$ cat src/rtl/pwr_reset_guard_pkg.sv
// Package: shared settings and types for the supply-fault reset generator.
// Assumes a clock of about 1 MHz for the default hold of 50 ms.
package pwr_reset_guard_pkg;

    localparam int unsigned DEF_HOLD_CYCLES = 50000;
    localparam int unsigned DEF_SYNC_STAGES = 2;

    // Hold timer state: holding reset, or released (supply good).
    typedef enum logic {
        HOLD_ST_ACTIVE  = 1'b1,
        HOLD_ST_RELEASE = 1'b0
    } hold_state_e;

endpackage

$ cat src/rtl/prg_sync.sv
// Module: multi-flop synchronizer for one asynchronous level.
// Assumes STAGES >= 2 and that the input is a slow level, not a pulse.
// Reset loads RST_VAL into every stage.
module prg_sync #(
    parameter int unsigned STAGES  = 2,
    parameter logic        RST_VAL = 1'b0
) (
    input  logic clk,
    input  logic rst_n,
    input  logic d_i,
    output logic q_o
);

    logic [STAGES-1:0] stage_q;

    // Shift the asynchronous level through the flop chain.
    always_ff @(posedge clk) begin
        if (!rst_n) begin
            stage_q <= {STAGES{RST_VAL}};
        end else begin
            stage_q <= {stage_q[STAGES-2:0], d_i};
        end
    end

    assign q_o = stage_q[STAGES-1];

endmodule

$ cat src/rtl/prg_hold_timer.sv
// Module: reset hold timer.
// The hold state is set by reset and whenever the synchronized supply is
// bad. It is cleared after HOLD_CYCLES consecutive edges with good supply.
// Any bad supply sample restarts the count. The reset request output also
// covers the bad-supply cycles directly, so assertion adds no extra delay.
module prg_hold_timer
    import pwr_reset_guard_pkg::*;
#(
    parameter int unsigned HOLD_CYCLES = DEF_HOLD_CYCLES
) (
    input  logic clk,
    input  logic rst_n,
    input  logic supply_good_i,
    output logic rst_req_o
);

    localparam int unsigned CNT_W   = (HOLD_CYCLES > 2) ? $clog2(HOLD_CYCLES) : 1;
    localparam logic [CNT_W-1:0] CNT_LAST = CNT_W'(HOLD_CYCLES - 1);

    hold_state_e      state_q;
    logic [CNT_W-1:0] cnt_q;

    // Count good-supply edges while holding; restart on any bad sample.
    always_ff @(posedge clk) begin
        if (!rst_n) begin
            state_q <= HOLD_ST_ACTIVE;
            cnt_q   <= '0;
        end else if (!supply_good_i) begin
            state_q <= HOLD_ST_ACTIVE;
            cnt_q   <= '0;
        end else if (state_q == HOLD_ST_ACTIVE) begin
            if (cnt_q == CNT_LAST) begin
                state_q <= HOLD_ST_RELEASE;
                cnt_q   <= '0;
            end else begin
                cnt_q <= cnt_q + 1'b1;
            end
        end
    end

    // Request reset while holding or while the supply is seen as bad.
    always_comb begin
        rst_req_o = (state_q == HOLD_ST_ACTIVE) || !supply_good_i;
    end

endmodule

$ cat src/rtl/prg_bus_gate.sv
// Module: serial bus lockout gate.
// Blocks write strobes while lockout is high. A transaction that sees
// lockout at any point is marked spoiled until the bus logic goes idle.
// Assumes bus_busy_i stays high for the whole of one transaction.
module prg_bus_gate (
    input  logic clk,
    input  logic rst_n,
    input  logic lockout_i,
    input  logic busy_i,
    input  logic wr_req_i,
    output logic wr_en_o,
    output logic abort_o
);

    logic spoiled_q;

    // Remember that the running transaction was hit by lockout.
    always_ff @(posedge clk) begin
        if (!rst_n) begin
            spoiled_q <= 1'b0;
        end else if (!busy_i) begin
            spoiled_q <= 1'b0;
        end else if (lockout_i) begin
            spoiled_q <= 1'b1;
        end
    end

    // Qualify the write and flag the abort.
    always_comb begin
        wr_en_o = wr_req_i && !lockout_i && !spoiled_q;
        abort_o = busy_i && (lockout_i || spoiled_q);
    end

endmodule

$ cat src/rtl/pwr_reset_guard.sv
// Module: supply-fault processor reset generator (top).
// Chain: synchronizer -> hold timer -> open-drain enable and bus lockout.
// Assumes the pad applies the weak pull-up; rst_drive_o only enables
// the low-side driver.
module pwr_reset_guard
    import pwr_reset_guard_pkg::*;
#(
    parameter int unsigned HOLD_CYCLES = DEF_HOLD_CYCLES,
    parameter int unsigned SYNC_STAGES = DEF_SYNC_STAGES
) (
    input  logic clk,
    input  logic rst_n,
    input  logic supply_ok_i,
    output logic rst_drive_o,
    output logic bus_lockout_o,
    input  logic bus_busy_i,
    input  logic bus_wr_req_i,
    output logic bus_wr_en_o,
    output logic bus_abort_o
);

    logic supply_good;
    logic rst_req;

    prg_sync #(
        .STAGES  (SYNC_STAGES),
        .RST_VAL (1'b0)
    ) u_sync (
        .clk   (clk),
        .rst_n (rst_n),
        .d_i   (supply_ok_i),
        .q_o   (supply_good)
    );

    prg_hold_timer #(
        .HOLD_CYCLES (HOLD_CYCLES)
    ) u_timer (
        .clk           (clk),
        .rst_n         (rst_n),
        .supply_good_i (supply_good),
        .rst_req_o     (rst_req)
    );

    prg_bus_gate u_gate (
        .clk       (clk),
        .rst_n     (rst_n),
        .lockout_i (rst_req),
        .busy_i    (bus_busy_i),
        .wr_req_i  (bus_wr_req_i),
        .wr_en_o   (bus_wr_en_o),
        .abort_o   (bus_abort_o)
    );

    // Drive the reset line and the lockout from the same request.
    always_comb begin
        rst_drive_o   = rst_req;
        bus_lockout_o = rst_req;
    end

endmodule

$ cat config.mk
export PLATFORM = sky130hd
export DESIGN_NAME = pwr_reset_guard
export DESIGN_NICKNAME = d
export VERILOG_FILES = /design/src/rtl/pwr_reset_guard_pkg.sv /design/src/rtl/prg_sync.sv /design/src/rtl/prg_hold_timer.sv /design/src/rtl/prg_bus_gate.sv /design/src/rtl/pwr_reset_guard.sv
export SDC_FILE = /design/constraint.sdc
export NUM_CORES = 1
export LEC_CHECK = 0
export BUFFER_PORTS_ARGS = -buffer_cell sky130_fd_sc_hd__buf_2
export CAP_MARGIN = 20
export CORE_ASPECT_RATIO = 1.25
export CORE_MARGIN = 10
export CORE_UTILIZATION = 45
export CTS_CLUSTER_DIAMETER = 30
export DETAILED_ROUTE_END_ITERATION = 16
export PLACE_DENSITY = 0.7
export SLEW_MARGIN = 40
export SYNTH_ARGS = -nofsm -noshare
export SYNTH_HDL_FRONTEND = slang
export SYNTH_HIERARCHICAL = 1
export SYNTH_SLANG_ARGS = --single-unit
$ cat constraint.sdc
create_clock -name clk -period 6.8 [get_ports clk]
set_clock_uncertainty 0.2 [all_clocks]
set_input_delay 1.02 -clock clk [delete_from_list [all_inputs] [get_ports clk]]
set_output_delay 1.02 -clock clk [all_outputs]
set_load 0.03 [all_outputs]
== Yosys cells after proc, flatten, opt, wreduce, memory -nomap -nowiden ==
Cells that the tools add are included.
Word-level totals
  bits of input ports: 5
  bits in latches: 0
  memory bits (writable): 0
  memory bits (read-only): 0
  bits in registers: 20
  output and inout port bits: 4
  memories: 0
  word-level logic and storage cells: 19
Operators by class
  eq/ne operators: 1
  add/subtract/negate cells: 1
  magnitude comparators: 0
  shift operators: 0
  reductions and logical operators: 10
  mux-type cells: 3
  divide/modulo/power cells: 0
  multiply operators: 0
  bitwise operators: 0
Operators by type and width (number)
  16-bit by 1-bit adder with 16-bit output, second input constant: 1
  16-bit equality test, second input constant: 1
  16-bit 2-to-1 mux: 1
  2-bit AND reduction: 2
  1-bit logical AND: 3
  1-bit logical NOT: 3
  1-bit logical OR: 2
  1-bit 2-to-1 mux: 2

== Depth between registers and ports, before layout ==
  depth in word-level cells: 5
  depth in mapped cells: 5
  mapped depth without buffers: 5

== Hierarchy ==
Netlist, hierarchy kept.
By module, submodules not included
  prg_hold_timer: cells each 95, area each 863.3 µm², seq. area each 340.3 µm², instances 1
  prg_sync: cells each 4, area each 52.6 µm², seq. area each 40.0 µm², instances 1
  prg_bus_gate: cells each 4, area each 45.0 µm², seq. area each 20.0 µm², instances 1
  pwr_reset_guard: cells each 1, area each 7.5 µm², seq. area each 0.0 µm², instances 1

== Worst setup path before layout ==
Ideal clock, no wire load.
  path type: input -> output
  start point: in bus_wr_req_i
  end point: out bus_wr_en_o
  path buffers: 0
  data required time: 5.580 ns
  stages on the path: 1
  data arrival time: 1.751 ns
  slack: 3.829 ns
  cell sequence: nor3b_1
On the way
  longest elaborated chain between the ends: 2
RTL lines
  start: declaration: RTL line pwr_reset_guard.sv:17  | input logic bus_wr_req_i,
  1-bit logical AND (2 in series): RTL line prg_bus_gate.sv:30  | wr_en_o = wr_req_i && !lockout_i && !spoiled_q;
  end: declaration: RTL line pwr_reset_guard.sv:18  | output logic bus_wr_en_o,
No other way between the ends.

== Final worst setup path ==
Ends and elaborated chain as after synthesis.

==> results.md <==
- DIE AREA: 4420 um2
- Predominant post-synthesis flop cell: dfxtp_1
- Worst R2R Start: u_timer/cnt_q[5]
- Sequential share of the synthesized area: 0.413
- Finished Cell Area: 1040 um2
- Mapped cell area: 968 um2
- PostCTS Resize Cnt: 0
- Yosys top cell by area: dfxtp_1
- Crit share post-route: 0.397
- Dpl hpwl: 1350 um
- Worst setup SP type: input port
- Critical Path AT: 1480 ps
- Placed Instance Area: 992 um2
- Hold Path Cell Cnt: 1
- Ys Warns: 6
- Post-CTS Setup Bufs: 0
- Yosys reg bits: 20
- Initial antenna violation count: 0
- Hold EP: u_sync/stage_q[1]
- DRC Markers: 0
- Worst-case clock buffer depth: 2
- Critical path depth in cells: 3
- Initial DRC count: 32
- Hold_buf cts: 0
- Layout cells sized above 1: 0.143
- Worst-margin pin slew: 543 ps
- Distinct cells, synth: 32
- R2R setup slack: 4350 ps
- Register area: 400 um2
- Worst Path Required: 5580 ps
- Crit path largest cell delay: 230 ps
- Leakage: 0.300 nW
- Multi-input logic area: 523 um2
- Gr usage total: 0.0883
- Nets: 119
- Final setup fails: 0
- RSZ-0062 raised after global routing: false
- Placement Setup Slack: 4120 ps
- WL/cell: 13.8 um
- FMAX: 371 MHz
- CP top delay family: buffers and inverters
- Slowest cell on the critical path: buf_2
- Non-filler cells, final: 132
- Worst r2r path cells: 4
- Final Total Pwr: 220 uW
- Syn Nets: 110
- Starting Density: 0.483
- Synth Instances: 104
- Number of synthesized flops with an enable pin: 0
- Total global routing overflow: 0
- Synth top area share: 0.413
- Clk sinks: 20
- Hold crit path type: flip-flop to flip-flop
- Clk Latency, worst-skew pair: 300 ps
- Final hold vios: 0
- Synth area leaders: dfxtp_1 (41%), xnor2_1 (6.3%), nor2_1 (5.0%)
- H-tree Lvls: 1
- ANT cells: 0
- Final ANT Viol Nets: 0
- Vias in the first global route: 762
- Mapped Avg Cell Area: 9.31 um2
- Worst Path Buf+Inv: 2
- Rel. slew slack: 0.637
- I/O pin cnt: 9
- DR pass1 iterations: 5
- Setup TNS Final: 0 ps
- Post-synth ARST share: 0
- Chip Height: 71.9 um
- # port buffers: 8
- FP Rows: 18
- Worst-path clk slew: 110 ps
- Worst hold slack: 244 ps
- Inst Count DP: 128
- Fin util: 0.521
- P&R area growth vs syn: 7.88%
- Crit-path cells: buf_2 > nor3b_1 > buf_2
- Fill cells: 195
- Clock Tree Root: clkbuf_4
- Run status: finished, final reports clean
- Peak VDD IR: 0.133 mV
- First-pass GRT wire length: 3190 um
- Max-slew violations: 0
- WS Path Type: input port to output port
- Crit path max fanout: 1
- Final worst slack: 4100 ps
- Largest net degree at the start of global routing: 13
- Max Cap Viol: 0
- Setup crit end kind: output port
- Routability cong.: 0.872
- Hold_sp: u_sync/stage_q[0]
- Worst path most repeated cell: buf_2
- Power Density: 210 nW/um2
- R2R Path End: u_timer/cnt_q[13]
- CTS Buf Count: 3
- DRT Wirelength: 1820 um
- Vias per cell: 6.08
- Die X: 61.5 um
- CTS tree: done
- Final min period: 2700 ps
- Vias post-DR: 802
- Core area: 2000 um2
==> how the worst max path moves through the flow <==
stage / end / start
5_1_grt: bus_wr_en_o / u_timer/state_q
4_1_cts: bus_wr_en_o / bus_wr_req_i
6_report: bus_wr_en_o / bus_wr_req_i
3_5_place_dp: bus_wr_en_o / bus_wr_req_i
2_1_floorplan: bus_wr_en_o / bus_wr_req_i
3_3_place_gp: bus_wr_en_o / bus_wr_req_i
==> placed cells by master, fill, tap and decap left out, types with 3 or more instances in the layout <==
cell / n
dfxtp_1: 20
nor2_1: 13
buf_2: 8
xnor2_1: 7
nand4_1: 7
nand3_1: 6
nand2_1: 5
o21ai_0: 5
a21oi_1: 4
clkbuf_4: 3
nand2b_1: 3
or4_1: 3
nor4_1: 3
xor2_1: 3
==> state kept, by name, summed over array words and instances, names as in the netlist <==
| signal | count |
|---|---|
| u_timer/cnt_q | 16 |
| u_sync/stage_q | 2 |
| u_gate/spoiled_q | 1 |
| u_timer/state_q | 1 |
==> layout make-up <==
cell class	instances	area share
multi-input cells	79	0.501
flip-flops and latches	20	0.383
repair buffers	8	0.0383
clock inverters	1	0.0287
well taps	20	0.0240
clock buffers	3	0.0216
inverters	1	0.00359
==> metal layers <==
layer / global-route usage / share of wire / vias to the layer above / routed length (um)
li1: - / - / 401 / -
met1: 0.105 / 0.44 / 367 / 797
met2: 0.149 / 0.47 / 30 / 857
met3: 0.0229 / 0.084 / 4 / 153
met4: 0.0249 / 0.0077 / 0 / 14
met5: 0 / 0 / - / 0
==> cells by family after synthesis <==
logic type	count (synthesis)	synth area share
AND/OR/NAND/NOR	53	0.323
flip-flops	20	0.413
AO/OA/AOI/OAI	15	0.114
XOR/XNOR	10	0.0904
buffers and inverters	5	0.0465
adder cells (fa/ha/maj)	1	0.0129
==> worst register-to-register path: stages, from the launching register on <==
cell,delay (ps)
dfxtp_1,370
or4_1,530
or4b_4,560
o311ai_4,560
nor2_1,100
==> report_power, final <==
group / leakage [nW] / internal, mW / switching (mW)
Clock: 0.0279 / 0.0596 / 0.0362
Combinational: 0.111 / 0.00231 / 0.00272
Sequential: 0.162 / 0.118 / 0.000867
Total: 0.300 / 0.180 / 0.0398
==> Yosys cell counts, drive strengths merged, types with 3 or more instances <==
| cell type | n |
|---|---|
| a21oi | 4 |
| buf | 4 |
| dfxtp | 20 |
| nand2 | 5 |
| nand2b | 3 |
| nand3 | 6 |
| nand4 | 8 |
| nor2 | 13 |
| nor4 | 3 |
| o21ai | 5 |
| or3 | 3 |
| or4 | 3 |
| xnor2 | 7 |
| xor2 | 3 |
(Power assumes the default switching activity.)
